### src/rtl/dmx_pkg.sv
package dmx_pkg;
    localparam int unsigned DMX_NCH_DEF  = 8;
    localparam int unsigned DMX_WIN_DEF  = 10;
    localparam int unsigned DMX_DEC_DEF  = 4;
endpackage

### src/rtl/dmx_phase.sv
module dmx_phase #(
    parameter int unsigned NCH = 8,
    parameter int unsigned DEC = 4,
    localparam int unsigned CH_W  = $clog2(NCH),
    localparam int unsigned SUB_W = (DEC > 1) ? $clog2(DEC) : 1
) (
    input  logic            clk,
    input  logic            rst,
    output logic [CH_W-1:0] cnt,
    output logic            cap_en,
    output logic            win_first,
    output logic            win_last
);
    typedef struct packed {
        logic [CH_W-1:0] cnt;
    } st_t;

    st_t st_d, st_q;
    logic [SUB_W-1:0] sub;

    always_comb begin
        st_d     = st_q;
        st_d.cnt = (st_q.cnt == CH_W'(NCH - 1)) ? '0 : st_q.cnt + 1'b1;
        sub       = SUB_W'(st_q.cnt >> 1);
        cap_en    = ~st_q.cnt[0];
        win_first = cap_en && (sub == '0);
        win_last  = cap_en && (sub == SUB_W'(DEC - 1));
        cnt       = st_q.cnt;
    end

    always_ff @(posedge clk) begin
        if (rst) st_q <= '0;
        else     st_q <= st_d;
    end
endmodule

### src/rtl/dmx_accum.sv
module dmx_accum #(
    parameter int unsigned W_IN  = 10,
    parameter int unsigned W_OUT = 12
) (
    input  logic             clk,
    input  logic             rst,
    input  logic             cap_en,
    input  logic             win_first,
    input  logic             win_last,
    input  logic [W_IN-1:0]  smp,
    output logic [W_OUT-1:0] hold
);
    typedef struct packed {
        logic [W_OUT-1:0] acc;
        logic [W_OUT-1:0] hold;
    } st_t;

    st_t st_d, st_q;
    logic [W_OUT-1:0] sum;

    always_comb begin
        st_d = st_q;
        sum  = (win_first ? '0 : st_q.acc) + W_OUT'(smp);
        if (cap_en) begin
            st_d.acc = sum;
            if (win_last) st_d.hold = sum;
        end
        hold = st_q.hold;
    end

    always_ff @(posedge clk) begin
        if (rst) st_q <= '0;
        else     st_q <= st_d;
    end
endmodule

### src/rtl/dmx_slot_mux.sv
module dmx_slot_mux #(
    parameter int unsigned NCH   = 8,
    parameter int unsigned W_OUT = 12,
    localparam int unsigned CH_W = $clog2(NCH)
) (
    input  logic                 clk,
    input  logic                 rst,
    input  logic [CH_W-1:0]      cnt,
    input  logic                 win_last,
    input  logic [NCH*W_OUT-1:0] bank,
    output logic [W_OUT-1:0]     out_data,
    output logic [CH_W-1:0]      out_chan,
    output logic                 out_first,
    output logic                 out_valid
);
    typedef struct packed {
        logic             ready;
        logic [W_OUT-1:0] data;
        logic [CH_W-1:0]  chan;
        logic             first;
        logic             valid;
    } st_t;

    st_t st_d, st_q;
    logic [CH_W-1:0] sel;

    always_comb begin
        st_d = st_q;
        // the next slot leads the phase counter by one cycle
        sel = cnt + 1'b1;
        if (win_last) st_d.ready = 1'b1;
        st_d.data  = bank[sel*W_OUT +: W_OUT];
        st_d.chan  = sel;
        st_d.valid = st_q.ready;
        st_d.first = st_q.ready && (sel == '0);
        out_data  = st_q.data;
        out_chan  = st_q.chan;
        out_first = st_q.first;
        out_valid = st_q.valid;
    end

    always_ff @(posedge clk) begin
        if (rst) st_q <= '0;
        else     st_q <= st_d;
    end
endmodule

### src/rtl/dmx_octal_mux.sv
module dmx_octal_mux #(
    parameter int unsigned NCH  = dmx_pkg::DMX_NCH_DEF,
    parameter int unsigned W_IN = dmx_pkg::DMX_WIN_DEF,
    parameter int unsigned DEC  = dmx_pkg::DMX_DEC_DEF,
    localparam int unsigned CH_W  = $clog2(NCH),
    localparam int unsigned W_OUT = W_IN + $clog2(DEC)
) (
    input  logic                clk,
    input  logic                rst,
    input  logic [NCH*W_IN-1:0] adc_in,
    output logic [W_OUT-1:0]    out_data,
    output logic [CH_W-1:0]     out_chan,
    output logic                out_first,
    output logic                out_valid
);
    logic [CH_W-1:0]      cnt;
    logic                 cap_en, win_first, win_last;
    logic [NCH*W_OUT-1:0] bank;

    dmx_phase #(.NCH(NCH), .DEC(DEC)) u_phase (
        .clk(clk), .rst(rst), .cnt(cnt), .cap_en(cap_en),
        .win_first(win_first), .win_last(win_last)
    );

    for (genvar c = 0; c < NCH; c++) begin : g_ch
        dmx_accum #(.W_IN(W_IN), .W_OUT(W_OUT)) u_acc (
            .clk(clk), .rst(rst), .cap_en(cap_en),
            .win_first(win_first), .win_last(win_last),
            .smp(adc_in[c*W_IN +: W_IN]),
            .hold(bank[c*W_OUT +: W_OUT])
        );
    end

    dmx_slot_mux #(.NCH(NCH), .W_OUT(W_OUT)) u_mux (
        .clk(clk), .rst(rst), .cnt(cnt), .win_last(win_last), .bank(bank),
        .out_data(out_data), .out_chan(out_chan),
        .out_first(out_first), .out_valid(out_valid)
    );
endmodule

### config.mk
export PLATFORM = sky130hd
export DESIGN_NAME = dmx_octal_mux
export DESIGN_NICKNAME = d
export VERILOG_FILES = /design/src/rtl/dmx_pkg.sv /design/src/rtl/dmx_phase.sv /design/src/rtl/dmx_accum.sv /design/src/rtl/dmx_slot_mux.sv /design/src/rtl/dmx_octal_mux.sv
export SDC_FILE = /design/constraint.sdc
export NUM_CORES = 1
export LEC_CHECK = 0
export BUFFER_PORTS_ARGS = -buffer_cell sky130_fd_sc_hd__buf_4
export CORE_UTILIZATION = 65
export CTS_BUF_LIST = sky130_fd_sc_hd__clkbuf_8
export DETAILED_ROUTE_END_ITERATION = 6
export MAX_ROUTING_LAYER = met4
export PLACE_DENSITY = 0.85
export RECOVER_POWER = 50
export SLEW_MARGIN = 30
export SYNTH_ARGS = -nofsm -noshare
export SYNTH_HDL_FRONTEND = slang
export SYNTH_HIERARCHICAL = 1
export SYNTH_SLANG_ARGS = --single-unit
### constraint.sdc
create_clock -name clk -period 8.2 [get_ports clk]
set_input_delay 0.41 -clock clk [delete_from_list [all_inputs] [get_ports clk]]
set_output_delay 0.41 -clock clk [all_outputs]
set_load 0.02 [all_outputs]
==> results of run 1 <==
-- how the worst min path moves through the flow --
stage	from	end	slack [ns]	depth (start not counted)
after global placement	g_ch[3].u_acc/hold[3]	g_ch[3].u_acc/hold[3]	0.44	2
after global routing	adc_in[70]	g_ch[7].u_acc/st_q[12]	0.32	4
after CTS	rst	g_ch[1].u_acc/st_q[12]	0.25	2
after detailed placement	g_ch[5].u_acc/hold[3]	g_ch[5].u_acc/hold[3]	0.45	2
final	adc_in[20]	g_ch[2].u_acc/st_q[12]	0.29	4
after floorplan	u_mux/st_d[0]	u_mux/st_d[0]	0.43	2
-- critical path, delay by kind of cell (launching register included) --
family | cells | cell delay (ns)
flip-flops | 1 | 1.04
AND/OR/NAND/NOR | 2 | 0.51
buffers and inverters | 1 | 1.96
multiplexers | 1 | 0.51
adder cells (fa/ha/maj) | 1 | 0.75
-- layout make-up --
| cell class | instances | area, um2 | area share |
|---|---|---|---|
| repair buffers | 103 | 718 | 0.0465 |
| multi-input cells | 1262 | 9030 | 0.584 |
| flip-flops and latches | 213 | 4260 | 0.276 |
| clock buffers | 49 | 674 | 0.0436 |
| inverters | 58 | 220 | 0.0142 |
| well taps | 280 | 350 | 0.0227 |
| clock inverters | 21 | 201 | 0.0130 |
-- registers in the layout (all words and copies together), names as in the netlist --
signal / count
u_mux/out_data: 12
g_ch.u_acc/hold: 96
u_mux/out_first: 1
u_mux/out_valid: 1
g_ch.u_acc/st_q: 96
u_phase/cnt: 3
u_mux/st_d: 1
u_mux/out_chan: 3
-- power breakdown --
| part | internal (mW) | total (mW) | switching [mW] |
|---|---|---|---|
| Sequential | 1.11 | 1.15 | 0.0409 |
| Combinational | 0.302 | 0.775 | 0.473 |
| Clock | 0.667 | 1.14 | 0.470 |
| Total | 2.08 | 3.06 | 0.984 |
-- logic make-up (layout without fill, tap and decap cells) --
| kind of cell | count (synthesis) | after routing | synth area share |
|---|---|---|---|
| AND/OR/NAND/NOR | 636 | 636 | 0.250 |
| AO/OA/AOI/OAI | 420 | 420 | 0.206 |
| multiplexers | 80 | 80 | 0.0543 |
| XOR/XNOR | 34 | 34 | 0.0212 |
| buffers and inverters | 251 | 231 | 0.0962 |
| flip-flops | 213 | 213 | 0.289 |
| adder cells (fa/ha/maj) | 92 | 92 | 0.0822 |
-- cells in the mapped netlist, types with 26 or more instances --
cell type / n
sky130_fd_sc_hd__a31oi_1: 30
sky130_fd_sc_hd__nand3_1: 84
sky130_fd_sc_hd__dfxtp_1: 213
sky130_fd_sc_hd__mux2i_1: 80
sky130_fd_sc_hd__inv_1: 58
sky130_fd_sc_hd__a211oi_1: 40
sky130_fd_sc_hd__and4_1: 28
sky130_fd_sc_hd__buf_4: 98
sky130_fd_sc_hd__nor2_1: 116
sky130_fd_sc_hd__nand2_1: 90
sky130_fd_sc_hd__o21bai_1: 32
sky130_fd_sc_hd__ha_1: 84
sky130_fd_sc_hd__o21ai_0: 50
sky130_fd_sc_hd__a21oi_1: 98
sky130_fd_sc_hd__nand2b_1: 40
sky130_fd_sc_hd__nor3_1: 26
sky130_fd_sc_hd__clkbuf_1: 64
sky130_fd_sc_hd__nor4_1: 32
sky130_fd_sc_hd__nor2b_1: 74
-- layer usage --
layer | vias up | track usage | share of wire
met4 | 0 | 0.134 | 0.034
met3 | 86 | 0.0435 | 0.065
li1 | 6192 | - | -
met1 | 6090 | 0.398 | 0.43
met5 | - | - | 0
met2 | 479 | 0.498 | 0.47
==> metrics.cfg, run 1 <==
[layout]
share_of_final_layout_standard_cells_stronger_than_drive_strength_1 = 0.139
final-instance-count-excl-fill = 1986
mostFrequentLayoutCell = sky130_fd_sc_hd__dfxtp_1
antennaDiodeCount = 0
design_area_mm2 = 0.0155
nNetsFinal = 1850
most-common-layout-cells = sky130_fd_sc_hd__dfxtp_1, sky130_fd_sc_hd__nor2_1, sky130_fd_sc_hd__a21oi_1, sky130_fd_sc_hd__nand2_1
finalCoreUtilization = 0.702
synthToLayoutAreaGrowth_pct = 4.92
layout.filler_cells = 1784

[global_route]
total_gr_overflow = 0
grt_max_degree = 196
wire_length_of_the_first_global_routing_pass_um = 59200
antenna_found_initial = 0
gr-usage-all-layers = 0.313
via_count_of_the_first_global_routing_pass = 12142

[synthesis]
postSynthNetCount = 1900
post_synth_num_cell_types = 61
synth_largest_area_cell = sky130_fd_sc_hd__dfxtp_1
syn-instance-count = 1726
dominantRegCellSynth = sky130_fd_sc_hd__dfxtp_1
netlist_area_mm2 = 0.0147
postSynth.asyncResetShare = 0
synth.avg_cell_area_um2 = 8.54
synth-seq-cells = 213
synth_warnings = 6
synth_edf_count = 0
synth_seq_area_share = 0.289
synth_top_area_share = 0.289
synth_area_leaders = sky130_fd_sc_hd__dfxtp_1, sky130_fd_sc_hd__ha_1, sky130_fd_sc_hd__mux2i_1

[drt]
route.antenna.remaining_nets = 0
remaining_drc_errors = 7
vias_per_inst = 6.47
dr_total_vias = 12847
wl_per_cell_um = 18.2
drt-initial-drc-count = 917
drt-total-wl_um = 36100
drt_pre_antenna_iters = 7

[timing]
timing_max_transition_violations_final = 95
grt_setup_unrepaired = no
timing.clock.skew_ns = 0.0180
timing.max_slew.rel_slack = -0.802
period_minus_slack_ns = 4.88
final_min_period_over_clock_period = 0.595
hold_viol_final = 0
setup-violations-final = 0
post-route-worst-setup-slack_ns = 3.32
achievable-frequency_ghz = 0.205
timing_worst_slew_pin_value_ns = 2.70
totalNegativeSetupSlack_ns = 0
holdWs_ns = 0.292

[critical_path]
worstSetupEndpointType = flop
setup.worst_path.end = u_mux/out_data[3]
cp-startpoint = u_phase/cnt[0]
crit_path_max_fanout = 36
timing.critical_path.slowest_stage_cell = sky130_fd_sc_hd__clkbuf_1
max_stage_delay_ns = 1.96
setup.worst_path.class = reg2reg
worstSetupStartpointType = flop
worst-endpoint-required_ns = 8.66
timing.rr.end = u_mux/out_data[3]
critical_path_arrival_ns = 5.35
crit_path_cell_trace = ha_1 > clkbuf_1 > mux2i_1 > nand3_1 > and4_1
depth_of_the_worst_register_to_register_path = 5
regToRegStartpoint = u_phase/cnt[0]
r2r_slack_ns = 3.32

[clock_network]
root_driver = sky130_fd_sc_hd__clkbuf_8
clock_tree_from_tritoncts = built
cts_setup_buffers = 0
clk_pin_slew_ns = 0.07
cts-buffers-inserted = 38
number_of_instances_resized_during_post_cts_repair = 0
clock_tree.htree_level_count = 2
cts_num_sinks = 213
insertion_delay_ns = 0.54
cts_hold_repair.buffers = 0
ctsLongestPathBuffers = 3

[placement]
place.port_buffers = 98
place_inst = 1916
dpl_worst_slack_ns = 4.29
post-dp-hpwl_um = 24500
dpl-instance-area_mm2 = 0.0147
finalWeightedCongestion = 0.916

[die]
core_outline_area_mm2 = 0.0220
die_width_um = 153
row_count = 54
top_level_ports = 99
die_height_um = 153
floorplan.initialDensity = 0.669
die_area_mm2 = 0.0233

[power_and_ir_drop]
power.ir.vdd_worst_v = 0.000175
p_total_mw = 3.06
power_density_mw_per_mm2 = 198
p_leak_nw = 6.19

[outcome]
violations_in_the_final_reports = DRC, capacitance limit, slew limit
status = finished, violations left

[flow_run]
max-cap-violations = 2

[hold_path]
holdCritPathClass = in2reg

Power figures use the tool's default switching activity.
==> inputs of run 2 (changes only) <==
- ABC_AREA: not set -> 1
- CORE_UTILIZATION: 65 -> 64
- PLACE_DENSITY: 0.85 -> 0.83
- clock period: 8.2 -> 4.9 ns (I/O delays scaled with it)
==> metrics.cfg, run 2 <==
[layout]
finalCoreUtilization = 0.686
antennaDiodeCount = 0
synthToLayoutAreaGrowth_pct = 3.91
multi_input_area_mm2 = 0.00809
seqCellArea_mm2 = 0.00426
share_of_final_layout_standard_cells_stronger_than_drive_strength_1 = 0.0796
layout.filler_cells = 2353
most-common-layout-cells = sky130_fd_sc_hd__nand2_1, sky130_fd_sc_hd__inv_1, sky130_fd_sc_hd__nor2_1, sky130_fd_sc_hd__nand3_1, sky130_fd_sc_hd__dfxtp_1
mostFrequentLayoutCell = sky130_fd_sc_hd__nand2_1
nNetsFinal = 2712
design_area_mm2 = 0.0162

[critical_path]
worst-endpoint-required_ns = 5.33
timing.rr.end = g_ch[4].u_acc/hold[7]
regToRegStartpoint = u_phase/cnt[0]
worstSetupEndpointType = flop
r2r_slack_ns = 1.13
critical_path_arrival_ns = 4.20
crit_path_max_fanout = 60
worstSetupStartpointType = flop
depth_of_the_worst_register_to_register_path = 14
setup.worst_path.class = reg2reg

[clock_network]
cts_hold_repair.buffers = 0
root_driver = sky130_fd_sc_hd__clkbuf_8
cts_setup_buffers = 0
number_of_instances_resized_during_post_cts_repair = 0
insertion_delay_ns = 0.54
cts_num_sinks = 213
clk_pin_slew_ns = 0.06
clock_tree_from_tritoncts = built
clock_tree.htree_level_count = 2
ctsLongestPathBuffers = 3
cts-buffers-inserted = 40

[power_and_ir_drop]
seq_power_share = 0.381
clkPwrFrac = 0.344
power_density_mw_per_mm2 = 308
p_leak_nw = 9.23
p_sw_frac = 0.341
internal_power_mw = 3.30
netSwitchingPower_mw = 1.71
comb_power_share = 0.275
power.ir.vdd_worst_v = 0.000246

[global_route]
wire_length_of_the_first_global_routing_pass_um = 61900
via_count_of_the_first_global_routing_pass = 13781
antenna_found_initial = 0
total_gr_overflow = 0
grt_max_degree = 67
gr-usage-all-layers = 0.314

[synthesis]
synth_largest_area_cell = sky130_fd_sc_hd__dfxtp_1
synth_most_common_cell = sky130_fd_sc_hd__nand2_1
synth_edf_count = 0
postSynthNetCount = 2726
synth_warnings = 6
postSynth.asyncResetShare = 0
netlist_area_mm2 = 0.0156
post_synth_num_cell_types = 29
synth_top_area_share = 0.273
syn-instance-count = 2552
dominantRegCellSynth = sky130_fd_sc_hd__dfxtp_1
synth_area_leaders = sky130_fd_sc_hd__dfxtp_1, sky130_fd_sc_hd__nand2_1, sky130_fd_sc_hd__inv_1
synth_seq_area_share = 0.273
synth-seq-cells = 213
synth.avg_cell_area_um2 = 6.13
ys_top_cells_by_count = sky130_fd_sc_hd__nand2_1, sky130_fd_sc_hd__inv_1, sky130_fd_sc_hd__nor2_1

[timing]
timing.max_slew.rel_slack = -0.130
setup-violations-final = 0
achievable-frequency_ghz = 0.265
timing.clock.skew_ns = 0.0164
totalNegativeSetupSlack_ns = 0
hold_viol_final = 0
timing_max_transition_violations_final = 57
timing_worst_slew_pin_value_ns = 1.69
period_minus_slack_ns = 3.77
final_min_period_over_clock_period = 0.769
grt_setup_unrepaired = no

[drt]
route.antenna.remaining_nets = 0
dr_total_vias = 14812
drt-total-wl_um = 37800
drt_pre_antenna_iters = 5
wl_per_cell_um = 13.1
remaining_drc_errors = 0
vias_per_inst = 5.14
drt-initial-drc-count = 1027

[die]
die_height_um = 158
die_area_mm2 = 0.0251
floorplan.initialDensity = 0.660
row_count = 56
die_width_um = 158
core_outline_area_mm2 = 0.0237
top_level_ports = 99

[hold_path]
min_from = adc_in[10]
hold_end = g_ch[1].u_acc/hold[0]
hold_depth = 4
holdCritPathClass = in2reg

[placement]
dpl-instance-area_mm2 = 0.0156
place.port_buffers = 98
post-dp-hpwl_um = 27700
finalWeightedCongestion = 0.965

[outcome]
status = finished, violations left
violations_in_the_final_reports = capacitance limit, slew limit

[flow_run]
max-cap-violations = 1

## run 2: cell types whose count changed after synthesis, moves of 26 or more
cell / change
sky130_fd_sc_hd__inv_1: +452
sky130_fd_sc_hd__nand3_1: +162
sky130_fd_sc_hd__and4_1: -28
sky130_fd_sc_hd__nor3_1: -26
sky130_fd_sc_hd__nor2_1: +223
sky130_fd_sc_hd__o21bai_1: -32
sky130_fd_sc_hd__nand2_1: +550
sky130_fd_sc_hd__nand2b_1: -40
sky130_fd_sc_hd__clkbuf_1: -48
sky130_fd_sc_hd__a31oi_1: -30
sky130_fd_sc_hd__mux2i_1: -80
sky130_fd_sc_hd__nor4_1: -32
sky130_fd_sc_hd__nor2b_1: -74
sky130_fd_sc_hd__a211oi_1: -40
## run 2: final cells by class
cell class	count	share of cell area
multi-input cells	1650	0.498
flip-flops and latches	213	0.262
inverters	527	0.122
repair buffers	106	0.0456
clock buffers	47	0.0398
well taps	319	0.0246
clock inverters	19	0.00809
## run 2: how the worst max path moves through the flow
stage | from | to | cells after the start
3_3_place_gp | u_phase/cnt[0] | g_ch[5].u_acc/st_q[20] | 15
6_report | u_phase/cnt[0] | g_ch[4].u_acc/hold[7] | 14
3_5_place_dp | u_phase/cnt[0] | g_ch[5].u_acc/st_q[20] | 15
5_1_grt | u_phase/cnt[0] | g_ch[4].u_acc/hold[7] | 14
2_1_floorplan | u_phase/cnt[0] | g_ch[7].u_acc/st_q[20] | 14
4_1_cts | u_phase/cnt[0] | g_ch[5].u_acc/st_q[20] | 15
## run 2: critical path, cell delays in order, from the launching register on
cell and delay, ns:
sky130_fd_sc_hd__dfxtp_1 1.46, sky130_fd_sc_hd__inv_1 0.16, sky130_fd_sc_hd__nand2_1 0.19, sky130_fd_sc_hd__nor2_4 0.13, sky130_fd_sc_hd__buf_12 0.25, sky130_fd_sc_hd__nor2_1 0.24, sky130_fd_sc_hd__ha_1 0.29, sky130_fd_sc_hd__nand3_1 0.10
sky130_fd_sc_hd__nand3_1 0.18, sky130_fd_sc_hd__nand2_1 0.13, sky130_fd_sc_hd__nand2_2 0.06, sky130_fd_sc_hd__xnor2_1 0.26, sky130_fd_sc_hd__nand2_1 0.09, sky130_fd_sc_hd__nand2_1 0.07, sky130_fd_sc_hd__inv_1 0.04
## run 2: logic make-up after synthesis
logic type	Yosys count	share of synthesized area
compound gates	213	0.0731
xor+xnor	30	0.0168
fa+ha+maj	92	0.0775
buf+inv	689	0.207
flops	213	0.273
simple gates	1315	0.353
## run 2: per-stage QoR
step	hold WS (ns)	cells	power (mW)	worst slack (ns)
CTS	0.108	2881	5.04	1.67
floorplan	0.312	2552	2.99	2.12
finish	0.142	2881	5.00	1.13
global placement	0.428	2815	3.28	1.71
detailed placement	0.426	2815	3.31	1.69
global route	0.150	2881	5.31	0.747
## run 2: power by group through the flow
| stage | logic [mW] | registers, mW | clock network (mW) |
|---|---|---|---|
| final | 1.38 | 1.91 | 1.72 |
| after global routing | 1.56 | 1.92 | 1.83 |
| after CTS | 1.37 | 1.91 | 1.76 |
| after detailed placement | 1.36 | 1.94 | 0 |
| after global placement | 1.34 | 1.94 | 0 |
| after floorplan | 1.05 | 1.94 | 0 |
## run 2: metal layers
metal	routed length (um)	share of wire	vias to the layer above	GRT usage
met3	2250	0.060	85	0.0430
met5	0	0	-	-
met1	16500	0.44	6662	0.376
li1	-	-	7642	-
met4	1180	0.031	0	0.126
met2	17800	0.47	423	0.532
==> inputs of run 3 (changes only) <==
- clock period: 4.9 -> 3.5 ns (I/O delays scaled with it)
==> metrics.cfg, run 3 (synthesized netlist as in run 2, its figures left out) <==
[outcome]
status = completed

[timing]
totalNegativeSetupSlack_ns = 0
timing.max_slew.rel_slack = 0.261
achievable-frequency_ghz = 0.337
setup-violations-final = 0
grt_setup_unrepaired = no
hold_viol_final = 0
timing_worst_slew_pin_value_ns = 1.11
final_min_period_over_clock_period = 0.849
holdWs_ns = 0.0675
timing_max_transition_violations_final = 0
timing.clock.skew_ns = 0.0193
period_minus_slack_ns = 2.97

[die]
core_outline_area_mm2 = 0.0237
die_area_mm2 = 0.0251
row_count = 56
top_level_ports = 99
die_height_um = 158
floorplan.initialDensity = 0.660
die_width_um = 158

[clock_network]
cts_setup_buffers = 0
ctsLongestPathBuffers = 3
number_of_instances_resized_during_post_cts_repair = 0
cts_hold_repair.buffers = 0
clk_pin_slew_ns = 0.06
clock_tree_from_tritoncts = built
root_driver = sky130_fd_sc_hd__clkbuf_8
cts-buffers-inserted = 41
insertion_delay_ns = 0.55
clock_tree.htree_level_count = 2
cts_num_sinks = 213

[layout]
antennaDiodeCount = 0
most-common-layout-cells = sky130_fd_sc_hd__nand2_1, sky130_fd_sc_hd__inv_1, sky130_fd_sc_hd__nor2_1, sky130_fd_sc_hd__nand3_1, sky130_fd_sc_hd__dfxtp_1
final-instance-count-excl-fill = 2889
layout.filler_cells = 2205
mostFrequentLayoutCell = sky130_fd_sc_hd__nand2_1
nNetsFinal = 2712
synthToLayoutAreaGrowth_pct = 4.82
share_of_final_layout_standard_cells_stronger_than_drive_strength_1 = 0.0829
finalCoreUtilization = 0.692

[placement]
place.port_buffers = 98
post-dp-hpwl_um = 27200
place_inst = 2814
finalWeightedCongestion = 0.956

[hold_path]
hold_depth = 4
min_from = adc_in[70]
holdCritPathClass = in2reg
hold_end = g_ch[7].u_acc/hold[0]

[global_route]
grt_max_degree = 93
top_usage_layer = met2
antenna_found_initial = 0
grt_use_met3 = 0.0498
gr-usage-all-layers = 0.313
globalRouteMet1Util = 0.378
via_count_of_the_first_global_routing_pass = 13571
wire_length_of_the_first_global_routing_pass_um = 61400
grt.met2_usage = 0.524
total_gr_overflow = 0

[drt]
dr_total_vias = 14701
route.antenna.remaining_nets = 0
vias_per_inst = 5.09
wl_per_cell_um = 13.0
drt_pre_antenna_iters = 5
remaining_drc_errors = 0
drt-total-wl_um = 37500
drt-initial-drc-count = 1153

[critical_path]
timing.rr.end = g_ch[5].u_acc/hold[5]
worstSetupEndpointType = flop
critical_path_arrival_ns = 3.42
setup.worst_path.class = reg2reg
worstSetupStartpointType = flop
crit_path_max_fanout = 45
depth_of_the_worst_register_to_register_path = 8
r2r_slack_ns = 0.53
worst-endpoint-required_ns = 3.95
regToRegStartpoint = u_phase/cnt[0]

[power_and_ir_drop]
power.ir.vdd_worst_v = 0.000272
power_density_mw_per_mm2 = 443
p_leak_nw = 9.31
p_total_mw = 7.26

[flow_run]
max-cap-violations = 0

-- run 3: critical path: stages, from the launching register on --
cell and delay, ns:
sky130_fd_sc_hd__dfxtp_1 0.32, sky130_fd_sc_hd__inv_2 0.07, sky130_fd_sc_hd__clkbuf_2 0.74, sky130_fd_sc_hd__buf_4 0.66, sky130_fd_sc_hd__nand2_2 0.17, sky130_fd_sc_hd__inv_1 0.50
sky130_fd_sc_hd__nand3_1 0.24, sky130_fd_sc_hd__nand2_1 0.10, sky130_fd_sc_hd__inv_1 0.04
-- run 3: power by group --
group | internal [mW] | leakage (nW) | switching (mW)
clock network | 1.56 | 0.491 | 1.11
logic | 0.659 | 7.07 | 1.27
registers | 2.60 | 1.74 | 0.0589
total | 4.82 | 9.31 | 2.44
-- run 3: area by class of cell --
type	count	area, um2	share of cell area
clock inverter	20	150	0.00916
inverter	527	1980	0.121
clock buffer	55	757	0.0462
tap	319	399	0.0244
timing repair buffer	105	751	0.0458
multi-input combinational	1650	8090	0.494
sequential	213	4260	0.260
-- run 3: how the worst max path moves through the flow --
stage                   start                     end  slack, ns  cells past startpoint
2_1_floorplan  u_phase/cnt[0]  g_ch[7].u_acc/st_q[20]       0.72                     14
3_3_place_gp   u_phase/cnt[1]  g_ch[5].u_acc/st_q[20]       1.01                     15
3_5_place_dp   u_phase/cnt[1]  g_ch[3].u_acc/st_q[20]       0.96                     15
4_1_cts        u_phase/cnt[1]  g_ch[3].u_acc/st_q[20]       0.94                     15
5_1_grt        u_phase/cnt[0]   g_ch[5].u_acc/hold[5]       0.38                      8
6_report       u_phase/cnt[0]   g_ch[5].u_acc/hold[5]       0.53                      8
-- run 3: per-layer routing --
metal / vias to the layer above / part of all wire
met5: - / 0
met4: 0 / 0.028
met3: 75 / 0.066
met2: 401 / 0.47
met1: 6577 / 0.44
li1: 7648 / -
-- run 3: stage by stage --
step	setup WS, ns	instance area, um2
6_report	0.530	16400
3_3_place_gp	1.01	15600
2_1_floorplan	0.722	15600
4_1_cts	0.942	16500
3_5_place_dp	0.958	15600
5_1_grt	0.379	16400
